===== src/rtl/supmon_pkg.sv =====
package supmon_pkg;

  // Effective operating mode of the monitor
  typedef enum logic [1:0] {
    MON_OFF    = 2'd0,  // powered down or parked in stop
    MON_FILTER = 2'd1,  // run mode, debounce active
    MON_BYPASS = 2'd2   // stop mode, filter bypassed
  } mon_mode_e;

  localparam int STAT_W    = 8;
  localparam int FLAG_BIT  = 7;

endpackage


===== src/rtl/supmon_sync.sv =====
module supmon_sync #(
  parameter int STAGES = 2
) (
  input  logic clk,
  input  logic por_n,
  input  logic d_in,
  output logic q_out
);

  logic [STAGES-1:0] chain;

  generate
    for (genvar i = 0; i < STAGES; i++) begin : g_stage
      if (i == 0) begin : g_first
        always_ff @(posedge clk or negedge por_n) begin
          if (!por_n) chain[0] <= 1'b0;
          else        chain[0] <= d_in;
        end
      end else begin : g_rest
        always_ff @(posedge clk or negedge por_n) begin
          if (!por_n) chain[i] <= 1'b0;
          else        chain[i] <= chain[i-1];
        end
      end
    end
  endgenerate

  assign q_out = chain[STAGES-1];

endmodule


===== src/rtl/supmon_debounce.sv =====
module supmon_debounce #(
  parameter int HOLD = 9
) (
  input  logic clk,
  input  logic por_n,
  input  logic run,      // filter allowed to count
  input  logic level,    // synchronized trip
  output logic held      // level has been high HOLD cycles
);

  localparam int CW = $clog2(HOLD + 1);
  localparam logic [CW-1:0] LIMIT = CW'(HOLD);

  logic [CW-1:0] run_cnt;

  always_ff @(posedge clk or negedge por_n) begin
    if (!por_n) begin
      run_cnt <= '0;
    end else if (!run || !level) begin
      run_cnt <= '0;
    end else if (run_cnt != LIMIT) begin
      run_cnt <= run_cnt + 1'b1;
    end
  end

  assign held = (run_cnt == LIMIT);

endmodule


===== src/rtl/supmon_filter.sv =====
module supmon_filter
  import supmon_pkg::*;
#(
  parameter int FILT_CYCLES = 9,
  parameter int SYNC_STAGES = 2
) (
  input  logic              clk,
  input  logic              por_n,
  input  logic              trip_raw,
  input  logic              cfg_mon_en,
  input  logic              cfg_rst_en,
  input  logic              cfg_stop_en,
  input  logic              stop_mode,
  output logic              rst_req,
  output logic              low_flag,
  output logic [STAT_W-1:0] stat_rd_data
);

  logic      trip_s;
  logic      filt_held;
  mon_mode_e mode;

  supmon_sync #(.STAGES(SYNC_STAGES)) u_sync (
    .clk   (clk),
    .por_n (por_n),
    .d_in  (trip_raw),
    .q_out (trip_s)
  );

  always_comb begin
    if (!cfg_mon_en)                  mode = MON_OFF;
    else if (stop_mode && cfg_stop_en) mode = MON_BYPASS;
    else if (stop_mode)               mode = MON_OFF;
    else                              mode = MON_FILTER;
  end

  supmon_debounce #(.HOLD(FILT_CYCLES)) u_deb (
    .clk   (clk),
    .por_n (por_n),
    .run   (mode == MON_FILTER),
    .level (trip_s),
    .held  (filt_held)
  );

  always_comb begin
    unique case (mode)
      MON_FILTER: rst_req = cfg_rst_en & filt_held;
      MON_BYPASS: rst_req = cfg_rst_en & trip_s;
      default:    rst_req = 1'b0;
    endcase
  end

  assign low_flag = (mode != MON_OFF) & trip_s;

  always_comb begin
    stat_rd_data           = '0;
    stat_rd_data[FLAG_BIT] = low_flag;
  end

endmodule


===== config.mk =====
export PLATFORM = sky130hd
export DESIGN_NAME = supmon_filter
export DESIGN_NICKNAME = d
export VERILOG_FILES = /design/src/rtl/supmon_pkg.sv /design/src/rtl/supmon_sync.sv /design/src/rtl/supmon_debounce.sv /design/src/rtl/supmon_filter.sv
export SDC_FILE = /design/constraint.sdc
export NUM_CORES = 1
export LEC_CHECK = 0
export CAP_MARGIN = 30
export CORE_AREA = 2 2 39 41
export CTS_BUF_LIST = sky130_fd_sc_hd__clkbuf_2
export CTS_CLUSTER_DIAMETER = 120
export DETAILED_ROUTE_END_ITERATION = 7
export DIE_AREA = 0 0 41 43
export DONT_BUFFER_PORTS = 1
export HOLD_SLACK_MARGIN = 0.03
export PLACE_DENSITY_LB_ADDON = 0.2
export SLEW_MARGIN = 25
export SYNTH_ARGS = -nofsm -noshare
export SYNTH_HDL_FRONTEND = slang
export SYNTH_SLANG_ARGS = --single-unit
export TNS_END_PERCENT = 5

===== constraint.sdc =====
create_clock -name clk -period 1.7 [get_ports clk]
set_clock_uncertainty 0.1 [all_clocks]
set_input_delay 0.17 -clock clk [delete_from_list [all_inputs] [get_ports clk]]
set_output_delay 0.17 -clock clk [all_outputs]
set_load 0.05 [all_outputs]

==> results of run 1 <==
## flip-flops by register name, indices dropped and copies added, names as in the netlist
signal         flops
u_deb.run_cnt      4
u_sync.chain       1
u_sync.q_out       1
## power groups by stage
stage	Sequential [µW]	Clock, µW	Combinational (µW)
global placement	151	0	58.0
detailed placement	152	0	58.8
floorplan	151	0	67.9
finish	148	93.2	67.9
CTS	148	98.8	67.9
global route	148	110	72.3
## worst max-delay path, cell delays in order, from the launching register on
cell and delay [ns]:
dfrtp_1 0.38, inv_1 0.06, ha_2 0.18, nand3b_4 0.09
o21ai_1 0.11, and3_1 0.21, buf_12 0.14
## worst paths after layout
path                                                end  slack, ns  depth (start not counted)
hold reg to reg                  u_sync.q_out$_DFF_PN0_       0.25                          0
min in group asynchronous  u_deb.run_cnt[3]$_DFFE_PN0P_       0.17                          1
setup / recovery                                rst_req       0.06                          6
hold / removal             u_deb.run_cnt[0]$_DFFE_PN0P_       0.07                          2
max in group asynchronous     u_sync.chain[0]$_DFF_PN0_       1.10                          1
setup reg to reg           u_deb.run_cnt[2]$_DFFE_PN0P_       0.40                          5
## metal layers
layer | vias to the layer above | global-route usage (%) | routed length [µm]
met5 | - | 0 | 0
met4 | 0 | 4.00 | 0
met3 | 0 | 1.57 | 36
met2 | 11 | 12.5 | 319
met1 | 114 | 9.00 | 219
li1 | 115 | - | -
## cell usage after synthesis (2+ instances only)
cell | count | area, µm²
buf_4 | 8 | 60.1
dfrtp_1 | 6 | 150
xnor2_1 | 2 | 17.5
inv_1 | 2 | 7.51
nor2_1 | 3 | 11.3
nand3_1 | 2 | 10.0
ha_1 | 2 | 25.0
## cell type report
| cell class | count | area share (%) |
|---|---|---|
| clock buffers | 3 | 3.34 |
| repair buffers | 8 | 17.3 |
| multi-input cells | 25 | 39.8 |
| inverters | 2 | 1.67 |
| well taps | 16 | 4.46 |
| flip-flops and latches | 6 | 33.4 |
## metrics by stage
| step | setup WS, ns | total power [µW] | instances | setup TNS, ns |
|---|---|---|---|---|
| finish | 0.0551 | 309 | 60 | 0 |
| CTS | 0.00273 | 315 | 58 | 0 |
| floorplan | 0.124 | 219 | 41 | 0 |
| detailed placement | 0.136 | 210 | 51 | 0 |
| global route | -0.0157 | 330 | 60 | -0.0157 |
| global placement | 0.208 | 209 | 51 | 0 |
## timing repair
item                                   4_1_cts  5_1_grt
pin swaps                                    1        1
hold buffers                                 2        0
gates resized for setup                      2        0
setup endpoints to repair                    1        1
endpoints found under the hold margin        7        0
setup buffers                                2        2
## cell families (layout without fill, tap and decap cells)
logic type,after synthesis,after routing
XOR/XNOR,3,3
other,1,7
flip-flops,6,6
adder cells (fa/ha/maj),2,2
AO/OA/AOI/OAI,3,3
buffers and inverters,10,13
AND/OR/NAND/NOR,10,10
==> results_dict.tcl, run 1 <==
set metrics [dict create \
    status "complete, no violations" \
    cts_root_buf "clkbuf_2" \
    ir_worst_vdd_v 0.000311 \
    vias 240 \
    clock_latency_ns 0.21 \
    n_fill_cell 139 \
    synth_adder_area_share_pct 6.80 \
    yosysWarnings 0 \
    grt_usage_pct 7.72 \
    cp.arrival_ns 1.37 \
    p_leak_uw 0.000248 \
    timing.hold.ws_ns 0.0711 \
    globalRouteOverflowTotal 0 \
    row_count 14 \
    drc 0 \
    cts_buffers 3 \
    grt_max_degree 7 \
    layout_common_cells "conb_1, dfrtp_1, buf_4" \
    sw_frac_of_total_pct 32.9 \
    cp.required_ns 1.43 \
    multi_input_area_um2 179 \
    syn-cell-area_um2 368 \
    fp.dieArea_um2 1760 \
    r2r_start "u_deb.run_cnt[1]$_DFFE_PN0P_" \
    core_um2 1380 \
    drt-wirelength-per-cell_um 9.58 \
    startpoint "u_deb.run_cnt[1]$_DFFE_PN0P_" \
    viasPerCell 4.00 \
    postPlaceCellArea_um2 382 \
    ys.flop_type "dfrtp_1" \
    antenna_found_initial 0 \
    cts_tree "built" \
    fin_crit_sh_pct 96.8 \
    syn_avg_cell_area_um2 10.5 \
    finalSetupViolations 0 \
    final_util_pct 32.5 \
    seq_area_frac_synth_pct 40.8 \
    cellPowerDensity_nw_per_um2 689 \
    async_reset_ff_share_pct 100 \
    combPwrFrac_pct 21.9 \
    synthMuxAreaShare_pct 0 \
    fin_area_um2 449 \
    port_buffers 0 \
    routed_wl_um 575 \
    synthSimpleGateAreaFrac_pct 19.7 \
    clkSinkCount 6 \
    drv_cap 0 \
    critPathKind "reg -> out" \
    p_int_uw 208 \
    cp_max_fo 3 \
    htreeDepth 1 \
    min_from "stop_mode" \
    drtIter0Drc 4 \
    hold_path_class "in -> reg" \
    finalHoldViolCount 0 \
    net-switching-power_uw 102 \
    clk_pin_slew_ns 0.06 \
    postSynthCellCount 35 \
    routabilityCongestion 0.633 \
    start_util_pct 26.6 \
    die_x_um 41 \
    ant_nets 0 \
    synth_edf_count 0 \
    slew_viol_final 0 \
    layout-drive-gt1-share_pct 34.1 \
    rsz0062_at_grt "true" \
    synth_xor_area_share_pct 7.14 \
    clk_path_buf_depth 2 \
    fin_crit_ns 1.64 \
    fmax_ghz 0.608 \
    top_level_ports 17 \
    ys_types 17 \
    antenna_cells 0 \
    pwr-share-clk_pct 30.1 \
    grt_pass1_vias 227 \
    synth_compound_area_share_pct 6.12 \
    ff_latch_area_um2 150 \
    start_kind "register" \
    dr.pass1.iters 4 \
    nNetsFinal 55 \
    grt_pass1_wl_um 897 \
    area_growth_pct 22.1 \
    layout.cells.most_common "conb_1" \
    place_hpwl_um 443 \
    synth_top_family_by_area "simple AND/OR/NAND/NOR gates" \
    crit_path_end_kind "primary output" \
    synth.ff_latch_count 6 \
    seq_power_share_pct 47.9 \
    die-height_um 43 \
]
No activity file was read; power rests on OpenSTA's default activity.
==> inputs of run 2 (changes only) <==
--- a/constraint.sdc
+++ b/constraint.sdc
@@ -4,2 +4,2 @@
 set_output_delay 0.17 -clock clk [all_outputs]
-set_load 0.05 [all_outputs]
+set_load 0.1 [all_outputs]
==> run 2 against run 1 <==
  * Power increased by 17%
  * Register-to-register slack worse by 0.02 ns
  * Global-route usage grew 1.9 points
  * Highest routed layer is now met4
  * Largest power group unchanged
  * Sequential share of layout area fell by 2.7 points
  * Worst hold slack worse by 0.0022 ns
  * Sequential power hardly changed
==> results_dict.tcl, run 2 (same netlist as run 1, synthesis figures left out) <==
set metrics [dict create \
    multi_input_area_um2 205 \
    drc 0 \
    routed_wl_um 667 \
    start_kind "register" \
    cp.arrival_ns 1.36 \
    htreeDepth 1 \
    port_buffers 0 \
    clk_pin_slew_ns 0.05 \
    ant_nets 0 \
    antenna_found_initial 0 \
    viasPerCell 4.20 \
    fin_area_um2 488 \
    rsz0062_at_grt "true" \
    largest_reg_flops 4 \
    fin_cells 60 \
    ff_latch_area_um2 150 \
    vias 252 \
    globalRouteOverflowTotal 0 \
    crit_chain "inv_2, ha_4, nand3b_4, o21ai_2, and3_4, buf_12" \
    fmax_ghz 0.612 \
    final_util_pct 35.3 \
    drtIter0Drc 5 \
    whs_path_depth 2 \
    cp.required_ns 1.43 \
    crit_path_end_kind "primary output" \
    die-height_um 43 \
    fin_crit_ns 1.63 \
    routabilityCongestion 0.650 \
    fp.dieArea_um2 1760 \
    postPlaceCellArea_um2 402 \
    cp_max_fo 2 \
    dp.cells 51 \
    antenna_cells 0 \
    die_x_um 41 \
    drt-wirelength-per-cell_um 11.1 \
    finalSetupViolations 0 \
    top_register "u_deb.run_cnt" \
    seq_power_share_pct 41.2 \
    layout-drive-gt1-share_pct 40.9 \
    fin_crit_sh_pct 96.2 \
    r2r_cells 5 \
    cts_tree "built" \
    area_growth_pct 32.7 \
    grt_pass1_wl_um 1070 \
    net-switching-power_uw 148 \
    top_level_ports 17 \
    row_count 14 \
    drv_cap 0 \
    pwr-share-clk_pct 25.6 \
    crit_path_max_incr_delay_ns 0.39 \
    grt_max_degree 7 \
    sw_frac_of_total_pct 41.1 \
    p_int_uw 213 \
    layout.cells.most_common "conb_1" \
    finalHoldViolCount 0 \
    grt_usage_pct 9.60 \
    core_um2 1380 \
    cts_root_buf "clkbuf_2" \
    grt_pass1_vias 262 \
    ir_worst_vdd_v 0.000314 \
    status "complete, no violations" \
    place_hpwl_um 495 \
    start_util_pct 26.6 \
    combPwrFrac_pct 33.2 \
    nNetsFinal 55 \
    layout_common_cells "conb_1, dfrtp_1, buf_4" \
    n_fill_cell 137 \
    critPathSlowestCell "dfrtp_1" \
    p_leak_uw 0.000255 \
    slew_viol_final 0 \
    clk_path_buf_depth 2 \
    cts_buffers 3 \
    cellPowerDensity_nw_per_um2 740 \
    critPathKind "reg -> out" \
    hold_path_class "in -> reg" \
    clkSinkCount 6 \
    clock_latency_ns 0.21 \
    dr.pass1.iters 4 \
]
[run 2: critical path, delay by kind of cell (launching register included)]
family	cells	cell delay (ns)
fa+ha+maj	1	0.13
simple gates	2	0.28
compound gates	1	0.11
flops	1	0.39
buf+inv	2	0.25
[run 2: worst paths after layout]
path / slack (ns) / startpoint / to
setup / recovery: 0.07 / u_deb.run_cnt[1]$_DFFE_PN0P_ / rst_req
hold / removal: 0.07 / stop_mode / u_deb.run_cnt[0]$_DFFE_PN0P_
max in group asynchronous: 1.12 / por_n / u_deb.run_cnt[3]$_DFFE_PN0P_
setup reg to reg: 0.38 / u_deb.run_cnt[1]$_DFFE_PN0P_ / u_deb.run_cnt[2]$_DFFE_PN0P_
min in group asynchronous: 0.17 / por_n / u_sync.chain[0]$_DFF_PN0_
hold reg to reg: 0.25 / u_sync.chain[0]$_DFF_PN0_ / u_sync.q_out$_DFF_PN0_
[run 2: final cells by class]
cell class	count	share of cell area [%]
clock buffers	3	3.08
well taps	16	4.10
inverters	2	1.54
repair buffers	8	18.5
flip-flops and latches	6	30.8
multi-input cells	25	42.1
[run 2: what timing repair did]
item / 4_1_cts / 5_1_grt
pin swaps: 1 / 1
hold buffers: 2 / 0
hold endpoints to repair: 7 / 0
buffers inserted: 3 / 1
resized for setup: 2 / 4
endpoints found under the setup margin: 1 / 1
[run 2: layer usage]
metal,track usage (%),routed length [µm]
met3,3.14,33
met4,8.00,8
met5,0,0
met2,15.9,399
met1,8.52,225
[run 2: power by group through the flow]
stage / Combinational (µW) / Sequential, µW / Clock, µW
after detailed placement: 109 / 152 / 0
after global placement: 108 / 151 / 0
final: 120 / 149 / 92.5
after floorplan: 114 / 151 / 0
after global routing: 124 / 149 / 116
after CTS: 118 / 148 / 97.8
[run 2: through the flow]
stage                     total power [µW]  setup slack, ns  setup TNS (ns)  hold WS [ns]
after floorplan                        265           -0.206          -0.206        -0.226
after global placement                 259            0.163               0        -0.225
after detailed placement               260            0.111               0        -0.226
after CTS                              364          0.00537               0        0.0626
after global routing                   388          -0.0547         -0.0547        0.0387
final                                  361           0.0651               0        0.0689
